===== src/rtl/rpb_pkg.sv =====
package rpb_pkg;

   localparam int HALF_W     = 16;
   localparam int NUM_HALF   = 32;
   localparam int NUM_WIDE   = 8;

   // halfword indices of the narrow registers
   localparam int IDX_STATUS = 0;
   localparam int IDX_CTRL   = 1;
   localparam int IDX_CLEAR  = 2;
   localparam int IDX_TOKEN  = 3;
   localparam int IDX_WIDE0  = 16;

   // slot order of the wide registers; slot w sits at IDX_WIDE0 + 2*w
   localparam int W_BASE = 0;
   localparam int W_LAST = 1;
   localparam int W_HIMK = 2;
   localparam int W_LOMK = 3;
   localparam int W_FILL = 4;
   localparam int W_WPTR = 5;
   localparam int W_RPTR = 6;
   localparam int W_BRK  = 7;

   localparam int CTRL_BITS = 6;

   typedef struct packed {
      logic stop_irq_en;   // [5]
      logic link_en;       // [4]
      logic unf_irq_en;    // [3]
      logic ovf_irq_en;    // [2]
      logic stop_en;       // [1]
      logic fetch_en;      // [0]
   } ctrl_t;

   function automatic bit slot_is_aligned(input int slot);
      return (slot != W_HIMK) && (slot != W_LOMK);
   endfunction

endpackage


===== src/rtl/rpb_split_reg.sv =====
module rpb_split_reg #(
   parameter int  REG_W     = 32,
   parameter int  HALF_W    = 16,
   parameter int  ALIGN_LSB = 5,
   parameter bit  MASK_LOW  = 1'b1
) (
   input  logic              clk,
   input  logic              rst_n,
   input  logic              we_lo,
   input  logic              we_hi,
   input  logic [HALF_W-1:0] wdata,
   input  logic              upd_en,
   input  logic [REG_W-1:0]  upd_val,
   output logic [REG_W-1:0]  q
);

   if (REG_W != 2 * HALF_W) begin : g_bad_width
      $error("rpb_split_reg: REG_W must be twice HALF_W");
   end
   if (ALIGN_LSB < 1 || ALIGN_LSB >= HALF_W) begin : g_bad_align
      $error("rpb_split_reg: ALIGN_LSB out of range");
   end

   logic [HALF_W-1:0] lo_in;

   if (MASK_LOW) begin : g_masked
      assign lo_in = {wdata[HALF_W-1:ALIGN_LSB], {ALIGN_LSB{1'b0}}};
   end else begin : g_plain
      assign lo_in = wdata;
   end

   always_ff @(posedge clk) begin
      if (!rst_n) begin
         q <= '0;
      end else if (we_lo || we_hi) begin
         if (we_lo) q[HALF_W-1:0]     <= lo_in;
         if (we_hi) q[REG_W-1:HALF_W] <= wdata;
      end else if (upd_en) begin
         q <= upd_val;
      end
   end

   // a low-half write leaves the upper half alone
   a_r2_lo_keeps_hi: assert property (@(posedge clk) disable iff (!rst_n)
      (we_lo && !we_hi) |=> q[REG_W-1:HALF_W] == $past(q[REG_W-1:HALF_W]));

   // a high-half write leaves the lower half alone
   a_r2_hi_keeps_lo: assert property (@(posedge clk) disable iff (!rst_n)
      (we_hi && !we_lo) |=> q[HALF_W-1:0] == $past(q[HALF_W-1:0]));

   if (MASK_LOW) begin : g_align_chk
      // aligned registers never hold low address bits after a low write
      a_r3_low_aligned: assert property (@(posedge clk) disable iff (!rst_n)
         we_lo |=> q[ALIGN_LSB-1:0] == '0);
   end

endmodule


===== src/rtl/rpb_ctrl_bank.sv =====
module rpb_ctrl_bank
   import rpb_pkg::*;
#(
   parameter int IDX_W  = 11,
   parameter int HALF_W = 16
) (
   input  logic              clk,
   input  logic              rst_n,
   input  logic              we,
   input  logic [IDX_W-1:0]  idx,
   input  logic [HALF_W-1:0] wdata,
   input  logic              ovf_set,
   input  logic              unf_set,
   output ctrl_t             ctrl,
   output logic [HALF_W-1:0] token,
   output logic              ovf_flag,
   output logic              unf_flag
);

   if (HALF_W < CTRL_BITS) begin : g_bad_half
      $error("rpb_ctrl_bank: HALF_W too narrow for control bits");
   end

   logic wr_ctrl, wr_clear, wr_token, wr_status;
   assign wr_ctrl   = we && (idx == IDX_W'(IDX_CTRL));
   assign wr_clear  = we && (idx == IDX_W'(IDX_CLEAR));
   assign wr_token  = we && (idx == IDX_W'(IDX_TOKEN));
   assign wr_status = we && (idx == IDX_W'(IDX_STATUS));

   logic clr_ovf, clr_unf;
   assign clr_ovf = wr_clear && wdata[0];
   assign clr_unf = wr_clear && wdata[1];

   always_ff @(posedge clk) begin
      if (!rst_n) begin
         ctrl     <= '0;
         token    <= '0;
         ovf_flag <= 1'b0;
         unf_flag <= 1'b0;
      end else begin
         if (wr_ctrl)  ctrl  <= ctrl_t'(wdata[CTRL_BITS-1:0]);
         if (wr_token) token <= wdata;
         ovf_flag <= (ovf_flag && !clr_ovf) || ovf_set;
         unf_flag <= (unf_flag && !clr_unf) || unf_set;
      end
   end

   // status writes touch neither flag
   a_r8_status_ignored: assert property (@(posedge clk) disable iff (!rst_n)
      (wr_status && !ovf_set && !unf_set) |=> $stable(ovf_flag) && $stable(unf_flag));

   // clear bit 0 drops overflow unless a set arrives with it
   a_r9_clear_ovf: assert property (@(posedge clk) disable iff (!rst_n)
      (wr_clear && wdata[0] && !ovf_set) |=> !ovf_flag);

   // clear bit 1 drops underflow unless a set arrives with it
   a_r9_clear_unf: assert property (@(posedge clk) disable iff (!rst_n)
      (wr_clear && wdata[1] && !unf_set) |=> !unf_flag);

   // a set pulse always wins
   a_r9_set_wins: assert property (@(posedge clk) disable iff (!rst_n)
      ovf_set |=> ovf_flag);

   // token holds when not written
   a_r12_token_hold: assert property (@(posedge clk) disable iff (!rst_n)
      !wr_token |=> $stable(token));

endmodule


===== src/rtl/rpb_read_mux.sv =====
module rpb_read_mux #(
   parameter int IDX_W    = 11,
   parameter int HALF_W   = 16,
   parameter int NUM_HALF = 32
) (
   input  logic [IDX_W-1:0]  idx,
   input  logic [HALF_W-1:0] halves [NUM_HALF],
   output logic [HALF_W-1:0] rdata
);

   localparam int SEL_W = $clog2(NUM_HALF);

   if ((1 << SEL_W) != NUM_HALF || SEL_W > IDX_W) begin : g_bad_map
      $error("rpb_read_mux: NUM_HALF must be a power of two within the index range");
   end

   logic in_range;
   assign in_range = (idx < IDX_W'(NUM_HALF));

   always_comb begin
      rdata = '0;
      if (in_range) rdata = halves[idx[SEL_W-1:0]];
   end

endmodule


===== src/rtl/ring_ptr_bank.sv =====
module ring_ptr_bank
   import rpb_pkg::*;
#(
   parameter int ADDR_W      = 12,
   parameter int REG_W       = 32,
   parameter int BURST_BYTES = 32
) (
   input  logic              clk,
   input  logic              rst_n,
   input  logic [ADDR_W-1:0] bus_addr,
   input  logic              bus_we,
   input  logic [15:0]       bus_wdata,
   output logic [15:0]       bus_rdata,
   input  logic              burst_i,
   input  logic              ovf_set_i,
   input  logic              unf_set_i,
   output logic [REG_W-1:0]  ring_base_o,
   output logic [REG_W-1:0]  ring_last_o,
   output logic [REG_W-1:0]  wr_ptr_o,
   output logic [REG_W-1:0]  rd_ptr_o,
   output logic [REG_W-1:0]  brk_ptr_o,
   output logic [REG_W-1:0]  hi_mark_o,
   output logic [REG_W-1:0]  lo_mark_o,
   output logic [REG_W-1:0]  fill_cnt_o,
   output logic              fetch_en_o,
   output logic              stop_en_o,
   output logic              ovf_irq_en_o,
   output logic              unf_irq_en_o,
   output logic              link_en_o,
   output logic              stop_irq_en_o,
   output logic [15:0]       token_o,
   output logic              ovf_flag_o,
   output logic              unf_flag_o
);

   localparam int IDX_W     = ADDR_W - 1;
   localparam int ALIGN_LSB = $clog2(BURST_BYTES);

   if (REG_W != 2 * HALF_W) begin : g_bad_reg
      $error("ring_ptr_bank: REG_W must be two halfwords");
   end
   if ((1 << ALIGN_LSB) != BURST_BYTES) begin : g_bad_burst
      $error("ring_ptr_bank: BURST_BYTES must be a power of two");
   end
   if (IDX_W < $clog2(NUM_HALF)) begin : g_bad_addr
      $error("ring_ptr_bank: ADDR_W too small for the register map");
   end

   logic [IDX_W-1:0] idx;
   logic             unused_addr_lsb;
   assign idx             = bus_addr[ADDR_W-1:1];
   assign unused_addr_lsb = bus_addr[0];

   // ---------------- control, token and flags ----------------
   ctrl_t             ctrl;
   logic [HALF_W-1:0] token;
   logic              ovf_flag, unf_flag;

   rpb_ctrl_bank #(.IDX_W(IDX_W), .HALF_W(HALF_W)) u_ctrl (
      .clk      (clk),
      .rst_n    (rst_n),
      .we       (bus_we),
      .idx      (idx),
      .wdata    (bus_wdata),
      .ovf_set  (ovf_set_i),
      .unf_set  (unf_set_i),
      .ctrl     (ctrl),
      .token    (token),
      .ovf_flag (ovf_flag),
      .unf_flag (unf_flag)
   );

   // ---------------- wide pointer registers ----------------
   logic [REG_W-1:0] wide_q   [NUM_WIDE];
   logic [REG_W-1:0] upd_val  [NUM_WIDE];
   logic             upd_en   [NUM_WIDE];
   logic             wr_lo    [NUM_WIDE];
   logic             wr_hi    [NUM_WIDE];

   logic             burst_go;
   logic [REG_W-1:0] wptr_next;

   assign burst_go  = burst_i && ctrl.link_en;
   assign wptr_next = (wide_q[W_WPTR] == wide_q[W_LAST]) ? wide_q[W_BASE]
                    : wide_q[W_WPTR] + REG_W'(BURST_BYTES);

   for (genvar w = 0; w < NUM_WIDE; w++) begin : g_wide
      assign wr_lo[w] = bus_we && (idx == IDX_W'(IDX_WIDE0 + 2 * w));
      assign wr_hi[w] = bus_we && (idx == IDX_W'(IDX_WIDE0 + 2 * w + 1));

      if (w == W_WPTR) begin : g_upd_wptr
         assign upd_en[w]  = burst_go;
         assign upd_val[w] = wptr_next;
      end else if (w == W_FILL) begin : g_upd_fill
         assign upd_en[w]  = burst_go;
         assign upd_val[w] = wide_q[w] + REG_W'(BURST_BYTES);
      end else begin : g_upd_none
         assign upd_en[w]  = 1'b0;
         assign upd_val[w] = '0;
      end

      rpb_split_reg #(
         .REG_W     (REG_W),
         .HALF_W    (HALF_W),
         .ALIGN_LSB (ALIGN_LSB),
         .MASK_LOW  (slot_is_aligned(w))
      ) u_reg (
         .clk     (clk),
         .rst_n   (rst_n),
         .we_lo   (wr_lo[w]),
         .we_hi   (wr_hi[w]),
         .wdata   (bus_wdata),
         .upd_en  (upd_en[w]),
         .upd_val (upd_val[w]),
         .q       (wide_q[w])
      );
   end

   // ---------------- read path ----------------
   logic [HALF_W-1:0] halves [NUM_HALF];

   always_comb begin
      for (int h = 0; h < NUM_HALF; h++) halves[h] = '0;
      halves[IDX_STATUS] = {{(HALF_W-2){1'b0}}, unf_flag, ovf_flag};
      halves[IDX_CTRL]   = {{(HALF_W-CTRL_BITS){1'b0}}, ctrl};
      halves[IDX_TOKEN]  = token;
      for (int w = 0; w < NUM_WIDE; w++) begin
         halves[IDX_WIDE0 + 2 * w]     = wide_q[w][HALF_W-1:0];
         halves[IDX_WIDE0 + 2 * w + 1] = wide_q[w][REG_W-1:HALF_W];
      end
   end

   rpb_read_mux #(.IDX_W(IDX_W), .HALF_W(HALF_W), .NUM_HALF(NUM_HALF)) u_rmux (
      .idx    (idx),
      .halves (halves),
      .rdata  (bus_rdata)
   );

   // ---------------- outputs ----------------
   assign ring_base_o   = wide_q[W_BASE];
   assign ring_last_o   = wide_q[W_LAST];
   assign wr_ptr_o      = wide_q[W_WPTR];
   assign rd_ptr_o      = wide_q[W_RPTR];
   assign brk_ptr_o     = wide_q[W_BRK];
   assign hi_mark_o     = wide_q[W_HIMK];
   assign lo_mark_o     = wide_q[W_LOMK];
   assign fill_cnt_o    = wide_q[W_FILL];
   assign fetch_en_o    = ctrl.fetch_en;
   assign stop_en_o     = ctrl.stop_en;
   assign ovf_irq_en_o  = ctrl.ovf_irq_en;
   assign unf_irq_en_o  = ctrl.unf_irq_en;
   assign link_en_o     = ctrl.link_en;
   assign stop_irq_en_o = ctrl.stop_irq_en;
   assign token_o       = token;
   assign ovf_flag_o    = ovf_flag;
   assign unf_flag_o    = unf_flag;

   // ---------------- assertions ----------------
   logic wr_wptr_any, wr_fill_any;
   assign wr_wptr_any = wr_lo[W_WPTR] || wr_hi[W_WPTR];
   assign wr_fill_any = wr_lo[W_FILL] || wr_hi[W_FILL];

   // indices at or past the map end read zero
   a_r4_high_index_zero: assert property (@(posedge clk) disable iff (!rst_n)
      (idx >= IDX_W'(NUM_HALF)) |-> bus_rdata == '0);

   // producer pointer reloads from base on the last slot
   a_r5_wrap: assert property (@(posedge clk) disable iff (!rst_n)
      (burst_go && !wr_wptr_any && wr_ptr_o == ring_last_o) |=> wr_ptr_o == $past(ring_base_o));

   // producer pointer steps one burst elsewhere
   a_r5_step: assert property (@(posedge clk) disable iff (!rst_n)
      (burst_go && !wr_wptr_any && wr_ptr_o != ring_last_o)
         |=> wr_ptr_o == $past(wr_ptr_o) + REG_W'(BURST_BYTES));

   // fill count grows by one burst
   a_r6_fill_grows: assert property (@(posedge clk) disable iff (!rst_n)
      (burst_go && !wr_fill_any) |=> fill_cnt_o == $past(fill_cnt_o) + REG_W'(BURST_BYTES));

   // unlinked bursts are inert
   a_r7_no_link: assert property (@(posedge clk) disable iff (!rst_n)
      (burst_i && !link_en_o && !bus_we) |=> $stable(wr_ptr_o) && $stable(fill_cnt_o));

   // a low-half write to the producer pointer beats a burst
   a_r11_write_wins: assert property (@(posedge clk) disable iff (!rst_n)
      (burst_go && wr_lo[W_WPTR]) |=> wr_ptr_o[REG_W-1:HALF_W] == $past(wr_ptr_o[REG_W-1:HALF_W]));

endmodule


===== config.mk =====
export PLATFORM = sky130hd
export DESIGN_NAME = ring_ptr_bank
export DESIGN_NICKNAME = d
export VERILOG_FILES = /design/src/rtl/rpb_pkg.sv /design/src/rtl/rpb_split_reg.sv /design/src/rtl/rpb_ctrl_bank.sv /design/src/rtl/rpb_read_mux.sv /design/src/rtl/ring_ptr_bank.sv
export SDC_FILE = /design/constraint.sdc
export NUM_CORES = 1
export LEC_CHECK = 0
export BUFFER_PORTS_ARGS = -buffer_cell sky130_fd_sc_hd__buf_4
export CORE_ASPECT_RATIO = 1.25
export CORE_MARGIN = 2
export CORE_UTILIZATION = 25
export CTS_BUF_LIST = sky130_fd_sc_hd__clkbuf_4
export DETAILED_ROUTE_END_ITERATION = 6
export GPL_TIMING_DRIVEN = 0
export PLACE_DENSITY = 0.5
export RECOVER_POWER = 100
export SYNTH_ARGS = -nofsm -noshare
export SYNTH_HDL_FRONTEND = slang
export SYNTH_SLANG_ARGS = --single-unit

===== constraint.sdc =====
create_clock -name clk -period 5.8 [get_ports clk]
set_clock_uncertainty 0.1 [all_clocks]
set_input_delay 0.87 -clock clk [delete_from_list [all_inputs] [get_ports clk]]
set_output_delay 0.87 -clock clk [all_outputs]
set_load 0.02 [all_outputs]

After elaboration in Yosys (flattened, before gate mapping)
Cells that the tools add are included.

Flip-flop bits (word level): 260. Input port bits: 34. Output and inout port bits: 296. Logic and storage cells: 121.

Add/sub/neg operators: 2. $lt $le $gt $ge: 2. Equal/unequal tests: 24. Muxes and demuxes: 13. Bitwise gates (word level): 1. Reductions and logical operators: 54.

Operators with widths (count): 11-bit by 5-bit equality test with 1-bit output, second input constant (16); 32-bit two-way mux (5); 16-bit two-way mux (7); 16-bit binary-select mux with 5-bit select (1); 32-bit by 6-bit adder with 32-bit output, second input constant (2); 32-bit equality test (1); 2-bit AND reduction (16); 1-bit logical AND (24); 11-bit by 2-bit equality test with 1-bit output, second input constant (2); 11-bit by 1-bit equality test with 1-bit output, second input constant (1); 11-bit by 6-bit < comparator with 1-bit output, second input constant (1); 1-bit logical OR (10); 2-bit by 1-bit inequality test with 1-bit output, second input constant (4); 6-bit >= comparator, second input constant (1); 5-bit inverter with 6-bit output (1); 2-bit nonzero test (2); 1-bit logical NOT (2).

Longest topological paths before layout
Word-level depth: 6. Gate-level depth with buffers: 9. Gate-level depth less buffers: 7.

Modules after synthesis
Synthesis repeated with hierarchy kept, for this count alone.

Cell total of the unflattened synthesis: 1921. Area, all modules: 18202.5 sq um.

Modules (own cells, without submodules): rpb_split_reg (g_wide[0].u_reg ...) (times used 6, cells each 159, area each 1357.6 sq um, seq. area each 640.6 sq um); rpb_read_mux (times used 1, cells each 319, area each 4277.9 sq um, seq. area each 0.0 sq um); rpb_split_reg (g_wide[2].u_reg ...) (times used 2, cells each 145, area each 1402.6 sq um, seq. area each 640.6 sq um); ring_ptr_bank (times used 1, cells each 252, area each 1985.7 sq um, seq. area each 0.0 sq um); rpb_ctrl_bank (times used 1, cells each 106, area each 988.4 sq um, seq. area each 480.5 sq um).

Least setup slack after synthesis
No wires, ideal clock.

Kind: input to output. Start: input port bus_addr[2]. End: output port bus_rdata[10]. Data arrival time: 2.876 ns. Required time: 4.830 ns. Setup slack: 1.954 ns. Stages on the path: 6. Path buffers: 2. Path through: clkbuf_1 -> buf_1 -> mux4_2 -> mux4_2 -> inv_1 -> o21ai_0.

Cells in the longest elaborated chain, start to end: 5. Elaborated cells on any way between the ends: 6. Classes of those cells: order compare (1); mux (4); bitwise (1).

RTL lines: start: declaration (line ring_ptr_bank.sv:10) `input logic [ADDR_W-1:0] bus_addr,`; 5-bit inverter with 6-bit output (not written as such) (line rpb_read_mux.sv:22) `if (in_range) rdata = halves[idx[SEL_W-1:0]];`; 16-bit binary-select mux with 5-bit select (line rpb_read_mux.sv:22); 16-bit two-way mux (not written as such) (2 in series) (line rpb_read_mux.sv:22); 16-bit two-way mux (*) (line rpb_read_mux.sv:22); end: declaration (line ring_ptr_bank.sv:13) `output logic [15:0] bus_rdata,`.

Mark *: on every way between the ends. The rest lies on a longest branch, timed or not. The select of a mux whose other input is x is not followed.

Worst setup path in the final report
Start: input port bus_addr[9]. End: output port bus_rdata[11].

Cells in the longest elaborated chain, start to end: 2.

RTL lines: 11-bit by 6-bit < comparator with 1-bit output (line rpb_read_mux.sv:18) `assign in_range = (idx < IDX_W'(NUM_HALF));`; 16-bit two-way mux (line rpb_read_mux.sv:22).

No other way between the ends.

==> impl_metrics.env <==
export IMPL_status="complete, but fails checks"
export IMPL_failing_checks="capacitance limit, slew limit"
export IMPL_tightest_slew_ns=2.046
export IMPL_io_pin_count=330
export IMPL_final_cells=2619
export IMPL_fmaxAchievable_ghz=0.1947
export IMPL_ctsHtreeMaxLevel=3
export IMPL_layout_common_cells="371 x sky130_fd_sc_hd__clkbuf_1, 250 x sky130_fd_sc_hd__dfxtp_1, 192 x sky130_fd_sc_hd__mux2i_1"
export IMPL_cp_max_fo=10
export IMPL_die_width_um=211.8
export IMPL_parity_gate_share_of_the_synthesized_area_counting_xor_and_xnor_cells=0.03374
export IMPL_synth_compound_area_frac=0.1155
export IMPL_leakagePower_nw=5.575
export IMPL_power_per_cell_area_nw_per_um2=226.8
export IMPL_synthFlopType="sky130_fd_sc_hd__dfxtp_1"
export IMPL_worst_r2r_path_depth=8
export IMPL_antenna_found_initial=5
export IMPL_floorplan_initialDensity=0.2518
export IMPL_drt_drc_violations_left=0
export IMPL_layout_cells_sized_above_1=0.1404
export IMPL_route_detailed_wl_per_inst_um=26.72
export IMPL_synthAdderAreaFrac=0.001854
export IMPL_final_common_cell="sky130_fd_sc_hd__clkbuf_1"
export IMPL_timing_worst_setup_path_type="input port to output port"
export IMPL_synth_top_cell_by_area="sky130_fd_sc_hd__dfxtp_1"
export IMPL_crit_path_end_kind="output port"
export IMPL_synthCells=1440
export IMPL_fraction_of_the_mapped_netlist_area_in_simple_logic_gates=0.1690
export IMPL_cts_hold_repair_buffers=0
export IMPL_clock_root_buffer="sky130_fd_sc_hd__clkbuf_4"
export IMPL_multiInputGateArea_um2=7647
export IMPL_r2r_setup_slack_ns=2.59
export IMPL_final_fill_count=5950
export IMPL_ys_warnings_count=0
export IMPL_sequential_fraction_of_the_synthesis_area=0.3708
export IMPL_cts_repair_resize_count=0
export IMPL_gr_total_overflow=0
export IMPL_synthArstFlopShare=0
export IMPL_final_nets=1869
export IMPL_r2r_end="g_wide[5].u_reg.q[8]"
export IMPL_cts_clk_slew_worst_paths_ns=0.06
export IMPL_grt_pass1_wl_mm=97.22
export IMPL_worstPathArrival_ns=4.17
export IMPL_grtUsageTotal=0.2449
export IMPL_worst_setup_path_startpoint="bus_addr[9]"
export IMPL_setup_tns_ns=0
export IMPL_cts_buffers_inserted=74
export IMPL_yosys_cell_types_count=70
export IMPL_drt_iter0_drc=930
export IMPL_grt_setup_unrepaired="no"
export IMPL_cts_tree="yes"
export IMPL_netlist_area_um2=13500
export IMPL_drv_max_cap_violation_count=3
export IMPL_critical_path_destination="bus_rdata[11]"
export IMPL_clk_path_buf_depth=3
export IMPL_num_rows=95
export IMPL_vdd_ir_drop_max_mv=0.09385
export IMPL_synth_top_cells_by_area="sky130_fd_sc_hd__dfxtp_1 37%, sky130_fd_sc_hd__mux2i_1 14%, sky130_fd_sc_hd__mux4_2 9.8%"
export IMPL_seq_area_um2=5005
export IMPL_yosys_register_bits=250
export IMPL_worstReg2RegStart="g_wide[5].u_reg.q[18]"
export IMPL_finalMaxSlewViolations=24
export IMPL_final_min_period_over_clock_period=0.8857
export IMPL_synth_largest_type_area_fraction=0.3708
export IMPL_whs_path_depth=2
export IMPL_synth_top_family_by_area="multiplexers"
export IMPL_final_hold_viol_count=0
export IMPL_numClockSinks=250
export IMPL_route_final_wire_length_mm=69.98
export IMPL_worst_ep_required_time_ns=4.83
export IMPL_avgSynthCellArea_um2=9.374
export IMPL_dp_final_hpwl_mm=54.63
export IMPL_post_drt_via_cell_ratio=5.087
export IMPL_synth_edff_count=0
export IMPL_grt_max_degree=12
export IMPL_portBuffers=288
export IMPL_dieArea_um2=55880
export IMPL_first_global_vias=13080
export IMPL_via_count=13320
export IMPL_layout_min_cycle_time_ns=5.137
export IMPL_hold_path_class="input port to register"
export IMPL_core_region_area_um2=53610
export IMPL_dp_cells=2484
export IMPL_clkLatencyLatePin_ns=0.81
export IMPL_detail_route_first_pass_iterations=5
export IMPL_finalSetupViolations=0
export IMPL_post_cts_buffers=0
export IMPL_synth_area_mux_share=0.2436
export IMPL_relative_slew_margins=-0.3766
export IMPL_syn2layout_area_growth_pct=22.41
export IMPL_route_antenna_remaining_nets=0
export IMPL_chipHeight_um=263.8
export IMPL_routabilityCongestion=0.9459
export IMPL_cp_start_kind="input port"
## cell families (layout without fill, tap and decap cells)
| family | Yosys count | after routing |
|---|---|---|
| xor+xnor | 52 | 52 |
| other cells | 1 | 34 |
| simple gates | 445 | 445 |
| mux | 253 | 253 |
| buf+inv | 182 | 601 |
| flops | 250 | 250 |
| fa+ha+maj | 2 | 2 |
| compound gates | 255 | 255 |
## state kept, by name (all words and copies together) (netlist names)
register and cells:
g_wide.u_reg.q 226, u_ctrl.token 16, u_ctrl.ctrl 6, u_ctrl.ovf_flag 1
u_ctrl.unf_flag 1
## where the power goes
part           switching (mW)  total (mW)  internal [mW]
Clock                   0.846        1.78          0.933
Combinational           0.178       0.249         0.0714
Sequential            0.00147        1.72           1.72
Total                    1.03        3.75           2.72
## worst max-delay path: stages
cell and delay, ns:
sky130_fd_sc_hd__clkbuf_4 0.11, sky130_fd_sc_hd__nor4_1 1.09, sky130_fd_sc_hd__nand2_1 0.39, sky130_fd_sc_hd__nor3b_1 0.58, sky130_fd_sc_hd__clkbuf_1 0.47, sky130_fd_sc_hd__nand2_1 0.14
sky130_fd_sc_hd__o21ai_0 0.23, sky130_fd_sc_hd__clkbuf_1 0.28
## per-layer routing
metal  global-route usage  vias up  routed length (µm)
met2               0.4094      708               33170
met4               0.1380        2                4071
met1               0.2826     6518               27000
met3              0.06419      160                5725
met5                    0        -                  11
li1                     -     5936                   -
## final cells by class
class	count	share of cell area
Inverter	17	0.003862
Antenna cell	4	0.0006058
Clock buffer	113	0.05134
Sequential cell	250	0.3029
Timing Repair Buffer	288	0.07065
Buffer	165	0.04619
Clock inverter	18	0.006588
Tap cell	727	0.05505
Multi-Input combinational cell	1037	0.4628
## Yosys cell counts (12+ instances only)
cell type                  number
sky130_fd_sc_hd__dfxtp_1      250
sky130_fd_sc_hd__mux2i_1      192
sky130_fd_sc_hd__nor2_1       139
sky130_fd_sc_hd__nand2_1       97
sky130_fd_sc_hd__o21ai_0       83
sky130_fd_sc_hd__clkbuf_1      82
sky130_fd_sc_hd__a21oi_1       73
sky130_fd_sc_hd__nor2b_1       73
sky130_fd_sc_hd__mux4_2        59
sky130_fd_sc_hd__buf_4         39
sky130_fd_sc_hd__xor2_1        34
sky130_fd_sc_hd__buf_2         30
sky130_fd_sc_hd__nand3_1       25
sky130_fd_sc_hd__nor3_1        18
sky130_fd_sc_hd__o211ai_1      18
sky130_fd_sc_hd__xnor2_1       18
sky130_fd_sc_hd__inv_1         16
sky130_fd_sc_hd__nor4_1        15
sky130_fd_sc_hd__a21boi_0      13
sky130_fd_sc_hd__nand4_1       13
sky130_fd_sc_hd__and2_1        12
## worst min path at each step
stage,from,slack (ns),endpoint
after floorplan,u_ctrl.token[0],0.45,u_ctrl.token[0]
after global placement,u_ctrl.token[6],0.36,u_ctrl.token[6]
after detailed placement,u_ctrl.token[8],0.37,u_ctrl.token[8]
after CTS,unf_set_i,0.12,u_ctrl.unf_flag
after global routing,unf_set_i,0.15,u_ctrl.unf_flag
final,unf_set_i,0.18,u_ctrl.unf_flag
## per-stage QoR
step	instance area (µm²)	power, mW	hold WS (ns)	worst slack [ns]	util
after floorplan	13610	1.902	0.4462	1.954	-
after global placement	16680	2.010	0.3627	1.085	0.3111
after detailed placement	16680	2.011	0.3694	1.114	0.3111
after CTS	17640	3.790	0.1192	1.111	0.3290
after global routing	16520	3.885	0.1491	0.5904	0.3081
final	16520	3.747	0.1806	0.6629	0.3082
Note: power is estimated with default switching activity, not from simulation.
